[src/rtl/divider_pkg.sv]
package divider_pkg;
  localparam int unsigned SECT_W_DEF = 8;
  localparam int unsigned SECT_N_DEF = 3;
  localparam int unsigned TAP_LO_DEF = 17;
endpackage

[src/rtl/count_edge_qual.sv]
module count_edge_qual (
  input  logic clk,
  input  logic rst_n,
  input  logic raw_in,
  output logic step
);
  logic sync1_q, sync2_q, prev_q, step_q;
  logic step_d;

  always_comb begin
    step_d = sync2_q & ~prev_q;
  end

  always_ff @(posedge clk or negedge rst_n) begin
    if (!rst_n) begin
      sync1_q <= 1'b0;
      sync2_q <= 1'b0;
      prev_q  <= 1'b0;
      step_q  <= 1'b0;
    end else begin
      sync1_q <= raw_in;
      sync2_q <= sync1_q;
      prev_q  <= sync2_q;
      step_q  <= step_d;
    end
  end

  assign step = step_q;
endmodule

[src/rtl/div_section.sv]
module div_section #(
  parameter int unsigned W = 8
) (
  input  logic         clk,
  input  logic         rst_n,
  input  logic         clear,
  input  logic         en,
  output logic [W-1:0] cnt,
  output logic         carry
);
  logic [W-1:0] cnt_q, cnt_d;

  always_comb begin
    cnt_d = cnt_q;
    if (clear)   cnt_d = '0;
    else if (en) cnt_d = cnt_q + 1'b1;
  end

  always_ff @(posedge clk or negedge rst_n) begin
    if (!rst_n) cnt_q <= '0;
    else        cnt_q <= cnt_d;
  end

  assign cnt   = cnt_q;
  assign carry = en & (&cnt_q);
endmodule

[src/rtl/ripple_divider24.sv]
module ripple_divider24 #(
  parameter int unsigned SECT_W = divider_pkg::SECT_W_DEF,
  parameter int unsigned SECT_N = divider_pkg::SECT_N_DEF,
  parameter int unsigned TAP_LO = divider_pkg::TAP_LO_DEF
) (
  input  logic                               clk,
  input  logic                               rst_n,
  input  logic                               clear,
  input  logic                               test_mode,
  input  logic                               cnt_in,
  output logic [SECT_W*SECT_N-TAP_LO-1:0]    taps
);
  localparam int unsigned CHAIN_W = SECT_W * SECT_N;

  logic                step_q;
  logic [CHAIN_W-1:0]  stages;
  logic [SECT_N-1:0]   sect_en;
  logic [SECT_N-1:0]   sect_carry;

  count_edge_qual u_qual (
    .clk   (clk),
    .rst_n (rst_n),
    .raw_in(cnt_in),
    .step  (step_q)
  );

  for (genvar i = 0; i < SECT_N; i++) begin : g_sect
    if (i == 0) begin : g_first
      assign sect_en[i] = step_q;
    end else begin : g_rest
      assign sect_en[i] = test_mode ? step_q : sect_carry[i-1];
    end

    div_section #(.W(SECT_W)) u_sect (
      .clk  (clk),
      .rst_n(rst_n),
      .clear(clear),
      .en   (sect_en[i]),
      .cnt  (stages[i*SECT_W +: SECT_W]),
      .carry(sect_carry[i])
    );
  end

  assign taps = stages[CHAIN_W-1:TAP_LO];
endmodule

[config.mk]
export PLATFORM = sky130hd
export DESIGN_NAME = ripple_divider24
export DESIGN_NICKNAME = d
export VERILOG_FILES = /design/src/rtl/divider_pkg.sv /design/src/rtl/count_edge_qual.sv /design/src/rtl/div_section.sv /design/src/rtl/ripple_divider24.sv
export SDC_FILE = /design/constraint.sdc
export NUM_CORES = 1
export LEC_CHECK = 0
export CORE_MARGIN = 2
export CORE_UTILIZATION = 51
export CTS_CLUSTER_DIAMETER = 40
export DETAILED_ROUTE_END_ITERATION = 10
export PLACE_DENSITY = 0.72
export SYNTH_ARGS = -nofsm -noshare
export SYNTH_HDL_FRONTEND = slang
export SYNTH_SLANG_ARGS = --single-unit
[constraint.sdc]
create_clock -name clk -period 1.8 [get_ports clk]
set_input_delay 0.18 -clock clk [delete_from_list [all_inputs] [get_ports clk]]
set_output_delay 0.18 -clock clk [all_outputs]
set_load 0.02 [all_outputs]
Word level (Yosys, flattened, before mapping)
Cells that the tools add are included.
- register bits after elaboration: 28
- latch bits: 0
- memory bits (writable): 0
- memory bits (read-only): 0
- bits of input ports: 5
- output and inout bits: 7
- word-level logic and storage cells: 27
- memories kept: 0
- add/subtract/negate cells: 3
- $mul: 0
- div/mod/pow operators: 0
- $lt $le $gt $ge: 0
- eq/ne operators: 0
- shifts and indexed selects: 0
- mux-type cells: 8
- bitwise logic cells: 4
- reductions and logical operators: 5
- operators with widths (cell ; count):
    $mux W8 ; 6
    $add A8 B1 Y8 const B ; 3
    $reduce_and A8 Y1 ; 2
    $reduce_bool A2 Y1 ; 3
    $and A1 B1 Y1 ; 3
    $mux W1 ; 2
    $not A1 Y1 ; 1

Depth between registers and ports, before layout
- depth after elaboration: 7
- gate-level depth with buffers: 6

Modules after synthesis
A second synthesis with hierarchy kept.
- cells, all modules: 124
- area total of the unflattened synthesis: 1345.0 sq um
- by module, submodules not included (module ; instances ; cells each ; area an instance (sq um)):
    div_section ; 3 ; 39 ; 402.9
    count_edge_qual ; 1 ; 5 ; 113.9
    ripple_divider24 ; 1 ; 2 ; 22.5

Worst setup path after synthesis
Ideal clock, no wire load.
- kind: register to register
- start point: register g_sect[0].u_sect.cnt_q[0]
- end point: register g_sect[2].u_sect.cnt_q[7]
- setup time: 128 ps
- arrival: 1912 ps
- slack: -240 ps
- stages on the path, launching flop included: 7
- path buffers: 1
- path through: dfrtp_1 ha_1 nand4_1 or4_1 buf_2 a211oi_2 mux2_1
- cells in the longest elaborated chain, start to end: 6
- RTL lines (what ; line ; RTL):
    start: declaration ; div_section.sv:11 ; logic [W-1:0] cnt_q, cnt_d;
    start signal: assignment ; div_section.sv:21 ; else cnt_q <= cnt_d;
    $reduce_and A8 Y1 ; div_section.sv:25 ; assign carry = en & (&cnt_q);
    $and A1 B1 Y1 ; div_section.sv:25 ;
    $mux W1 ; ripple_divider24.sv:31 ; assign sect_en[i] = test_mode ? step_q : sect_carry[i-1];
    $and A1 B1 Y1 ; div_section.sv:25 ;
    $mux W1 ; ripple_divider24.sv:31 ;
    $reduce_bool A2 Y1 (no source line) ; -- ;
    end signal: assignment ; div_section.sv:21 ;
    end: declaration ; div_section.sv:11 ;
No other way between the ends.
A chain may end at the register's enable or synchronous reset.

Worst setup path in the final report
- start point: register u_qual.step_q (netlist: u_qual.step)
- end point: register g_sect[2].u_sect.cnt_q[7]
- cells in the longest elaborated chain, start to end: 5
- RTL lines (what ; line ; RTL):
    start: declaration ; count_edge_qual.sv:7 ; logic sync1_q, sync2_q, prev_q, step_q;
    start signal: assignment ; count_edge_qual.sv:24 ; step_q <= step_d;
    $and A1 B1 Y1 ; div_section.sv:25 ;
    $mux W1 ; ripple_divider24.sv:31 ;
    $and A1 B1 Y1 ; div_section.sv:25 ;
    $mux W1 * ; ripple_divider24.sv:31 ;
    $reduce_bool A2 Y1 (no source line) * ; -- ;
Every way passes the cells marked *; elsewhere a longest branch is shown, timed or not.

==> summary by stage <==
Clocking
For the worst-skew pair, the clock arrives at the later sink with an insertion delay of around 0.31 ns. The total of hold buffers inserted after clock tree synthesis is 0. The deepest level of the CTS H-tree is 1. The clock-pin slew reported for the worst setup and hold paths after clock tree synthesis is 0.14 ns. The cell at the root of the clock tree is sky130_fd_sc_hd__clkbuf_4.

The clock tree from TritonCTS is done. The number of sinks driven by the clock tree is 28. The number of CTS-inserted buffers is 3. The maximum buffer depth of the clock tree is 2.

Run
The tool flagged a number of max-cap violations equal to 0.

Timing
The total count of hold-check failures in the final report is 0. After layout, the worst path uses 105.8% of the clock period. Setup repair after global routing could not meet its margin everywhere. For the pin with the worst max-slew slack, the measured transition is approximately 0.45 ns. The total count of max-transition violations in the final report is 0. The worst clock skew is 0.001773 ns. Across all setup checks in the final design, the least slack found is -0.1044 ns.

After layout, the minimum clock period comes to 1.904 ns. Timing would allow up to ~530 MHz. Setup violations remaining at the end of the flow were counted as 7. Headroom to the max-slew limit came out at roughly 70%.

Pwr
The completed layout was analyzed and its total power is 0.9760 mW. In this run the power density over the cells is about 550 nW/um2. The largest voltage drop on the vdd net is between 0.4 and 0.5 mV. For this design the static power due to leakage is 0.7765 nW.

Worst setup path
The endpoint identified for the worst register-to-register timing path is g_sect[2].u_sect.cnt[7]$_DFFE_PN0P_. In this run the critical register-to-register path is launched from u_qual.step$_DFF_PN0_. The critical path start-end classification is register to register. The type of origin of the critical path is a register. The worst setup path is captured at a register. The data arrival time of the critical path is about 2.1 ns. Tracing the worst setup path back leads to its startpoint at u_qual.step$_DFF_PN0_. Measured in cells, the most critical reg-to-reg path has a length of 4. The flop-to-flop setup slack is -0.10 ns. The required time at the endpoint of the critical path is ~2 ns. Of all nets on the critical path, the largest fanout is 7.

Finish
The number of fill cells in the layout is 236. In the final layout, the share of cells above drive strength 1 is around a quarter. For this run, the post-layout net count is ~180. The area growth from synthesis to layout is 24.06%.

The number of diodes is 0. The final core utilization is about two thirds.

GRT
The global-route wire length before repair is about 4.6 mm. The overall track demand over capacity in global routing is around 18%. The number of global-route vias before repair is 1096. The leftover overflow at the end of global routing is 0.

The initial antenna violation count was 0. Entering global routing, the biggest net connects 29 pins.

Route
The violation count after the first detailed-route iteration is 38. The routed wire length per instance is 14.00 um. The detailed-route DRC error count is 0. Summed over all layers, the routed wires come to approximately 2.8 mm. The first detailed-routing pass took 4 iterations.

In the routed layout, each cell is associated on average with a via count of 5.704. The routed via count is around 1.2k. The antenna violation net count after detailed routing is 0.

Logic synthesis
The synthesized design contains 0 enable-type register cells. The average cell area after synthesis is about 10 um2. The mapped netlist covers between 1000 and 1500 um2. Yosys printed 0 warnings. Synthesis instantiated 30 different standard cells from the library.

Synthesis produced a netlist whose cell count is ~140. The number of synthesized register bits is 28. The predominant post-synthesis flop cell is sky130_fd_sc_hd__dfrtp_1.

The fraction of synthesis flops using an asynchronous set or reset pin is between 90% and 100%. The sequential fraction of the synthesis area is between 40 and 50%. Synthesis produced a netlist with a net count of about 150.

Min path
The type of the worst min-delay path is primary input to async pin.

Placed design
At the end of routability-driven placement, the weighted congestion stood at approximately 0.8. The final HPWL from detailed placement is 1.953 mm. During placement, the flow inserted port buffers numbering 11.

Die
The die covers between 3000 and 4000 um2. The initialized floorplan defines 19 standard-cell rows. The horizontal extent of the die is 57.05 um.

In this run the count of I/O pins placed on the die edge is 12. Once the floorplan was initialized, standard cells occupied 52.95% of the core. In this run the standard cell core region covers between 2000 and 3000 um2. The die height is 57.05 um.

Run status
The run finished, with violations left. The checks that failed: setup timing.
-- registers in the layout (all words and copies together) (netlist names) --
| register | cells |
|---|---|
| u_qual.prev_q | 1 |
| u_qual.sync1_q | 1 |
| g_sect.u_sect.cnt | 24 |
| u_qual.step | 1 |
| u_qual.sync2_q | 1 |
-- synthesized netlist by cell type, types with 4 or more instances --
master,number,share of area (%)
sky130_fd_sc_hd__mux2_2,5,3.9
sky130_fd_sc_hd__a21oi_1,11,3.8
sky130_fd_sc_hd__nor2b_1,7,3.1
sky130_fd_sc_hd__or4_1,4,2.1
sky130_fd_sc_hd__xor2_1,7,4.3
sky130_fd_sc_hd__o21ai_0,5,1.7
sky130_fd_sc_hd__clkbuf_1,4,1.0
sky130_fd_sc_hd__dfrtp_1,28,49
sky130_fd_sc_hd__nand4_1,5,2.2
sky130_fd_sc_hd__nand3_1,11,3.8
sky130_fd_sc_hd__nor2_1,16,4.2
sky130_fd_sc_hd__buf_4,8,4.2
sky130_fd_sc_hd__nand2_1,6,1.6
-- metal layers --
| metal | track usage, % | part of all wire (%) | wire length [um] | vias up |
|---|---|---|---|---|
| met5 | 0 | 0 | 0 | - |
| met4 | 6.977 | 1.6 | 46 | 0 |
| met3 | 2.268 | 2.2 | 63 | 6 |
| met2 | 31.20 | 50 | 1428 | 19 |
| met1 | 22.67 | 46 | 1303 | 572 |
| li1 | - | - | - | 561 |
-- worst max path at each step --
| stage | end | slack, ns | cells after the start |
|---|---|---|---|
| CTS | g_sect[2].u_sect.cnt[7]$_DFFE_PN0P_ | -0.08 | 5 |
| detailed placement | g_sect[2].u_sect.cnt[6]$_DFFE_PN0P_ | -0.19 | 5 |
| global route | g_sect[2].u_sect.cnt[4]$_DFFE_PN0P_ | -0.18 | 5 |
| global placement | g_sect[2].u_sect.cnt[7]$_DFFE_PN0P_ | -0.16 | 5 |
| floorplan | g_sect[2].u_sect.cnt[7]$_DFFE_PN0P_ | -0.12 | 6 |
| finish | g_sect[2].u_sect.cnt[7]$_DFFE_PN0P_ | -0.10 | 4 |
-- power by group --
| part | leakage [nW] | internal, mW | switching [mW] | total, mW |
|---|---|---|---|---|
| registers | 0.381 | 0.639 | 0.00804 | 0.648 |
| clock network | 0.0138 | 0.0782 | 0.167 | 0.246 |
| logic | 0.381 | 0.0359 | 0.0469 | 0.0829 |
-- cell families after synthesis --
kind of cell	count (synthesis)	share of synthesized area, %
AND/OR/NAND/NOR	61	22.58
flip-flops	28	48.82
AO/OA/AOI/OAI	22	9.154
buffers and inverters	14	5.841
XOR/XNOR	8	4.882
multiplexers	8	6.103
adder cells (fa/ha/maj)	3	2.616
-- placed cells by master, fill, tap and decap left out --
master / n
sky130_fd_sc_hd__a211oi_2: 1
sky130_fd_sc_hd__a21boi_0: 1
sky130_fd_sc_hd__a21oi_1: 7
sky130_fd_sc_hd__a21oi_2: 4
sky130_fd_sc_hd__and2_1: 3
sky130_fd_sc_hd__and3_1: 1
sky130_fd_sc_hd__and4_1: 1
sky130_fd_sc_hd__buf_4: 25
sky130_fd_sc_hd__buf_6: 1
sky130_fd_sc_hd__clkbuf_4: 3
sky130_fd_sc_hd__clkdlybuf4s50_1: 11
sky130_fd_sc_hd__dfrtp_1: 28
sky130_fd_sc_hd__ha_1: 1
sky130_fd_sc_hd__ha_2: 1
sky130_fd_sc_hd__ha_4: 1
sky130_fd_sc_hd__inv_1: 1
sky130_fd_sc_hd__mux2_1: 1
sky130_fd_sc_hd__mux2_2: 4
sky130_fd_sc_hd__mux2_4: 1
sky130_fd_sc_hd__mux2i_1: 2
sky130_fd_sc_hd__nand2_1: 6
sky130_fd_sc_hd__nand3_1: 10
sky130_fd_sc_hd__nand3_2: 1
sky130_fd_sc_hd__nand4_1: 5
sky130_fd_sc_hd__nand4_2: 1
sky130_fd_sc_hd__nor2_1: 16
sky130_fd_sc_hd__nor2b_1: 7
sky130_fd_sc_hd__nor3_1: 2
sky130_fd_sc_hd__nor4_1: 1
sky130_fd_sc_hd__o21ai_0: 5
sky130_fd_sc_hd__o31a_1: 2
sky130_fd_sc_hd__o31ai_1: 3
sky130_fd_sc_hd__or3_1: 3
sky130_fd_sc_hd__or4_1: 2
sky130_fd_sc_hd__or4_4: 2
sky130_fd_sc_hd__xnor2_1: 1
sky130_fd_sc_hd__xor2_1: 7
-- worst max-delay path, cell delays in order, from the launching register on --
cell	delay (ns)
sky130_fd_sc_hd__dfrtp_1	0.43
sky130_fd_sc_hd__nand4_2	0.20
sky130_fd_sc_hd__or4_4	0.64
sky130_fd_sc_hd__a211oi_2	0.21
sky130_fd_sc_hd__mux2_1	0.33
-- stage by stage --
stage	setup slack, ns	area [um2]	setup TNS, ns	std cells	hold WS, ns
CTS	-0.08290	1723	-0.3522	198	0.2166
finish	-0.1044	1780	-0.4246	203	0.2138
floorplan	-0.1186	1451	-0.4933	144	-0.1156
global route	-0.1772	1780	-1.385	203	0.2414
global placement	-0.1584	1664	-0.6994	193	0.3335
detailed placement	-0.1933	1664	-0.8666	193	0.3403
-- repair_timing --
action	in CTS	in global routing
pin swaps	2	1
setup endpoints to repair	8	11
buffers inserted	2	4
cloned	0	1
resized for setup	4	5
-- layout make-up --
cell class / count / area, um2 / share of cell area [%]
well taps: 31 / 38.79 / 2.178
repair buffers: 37 / 309.0 / 17.36
multi-input cells: 103 / 705.7 / 39.63
inverters: 1 / 3.754 / 0.2108
clock buffers: 3 / 22.52 / 1.265
flip-flops and latches: 28 / 700.7 / 39.35
(Power assumes the default switching activity.)
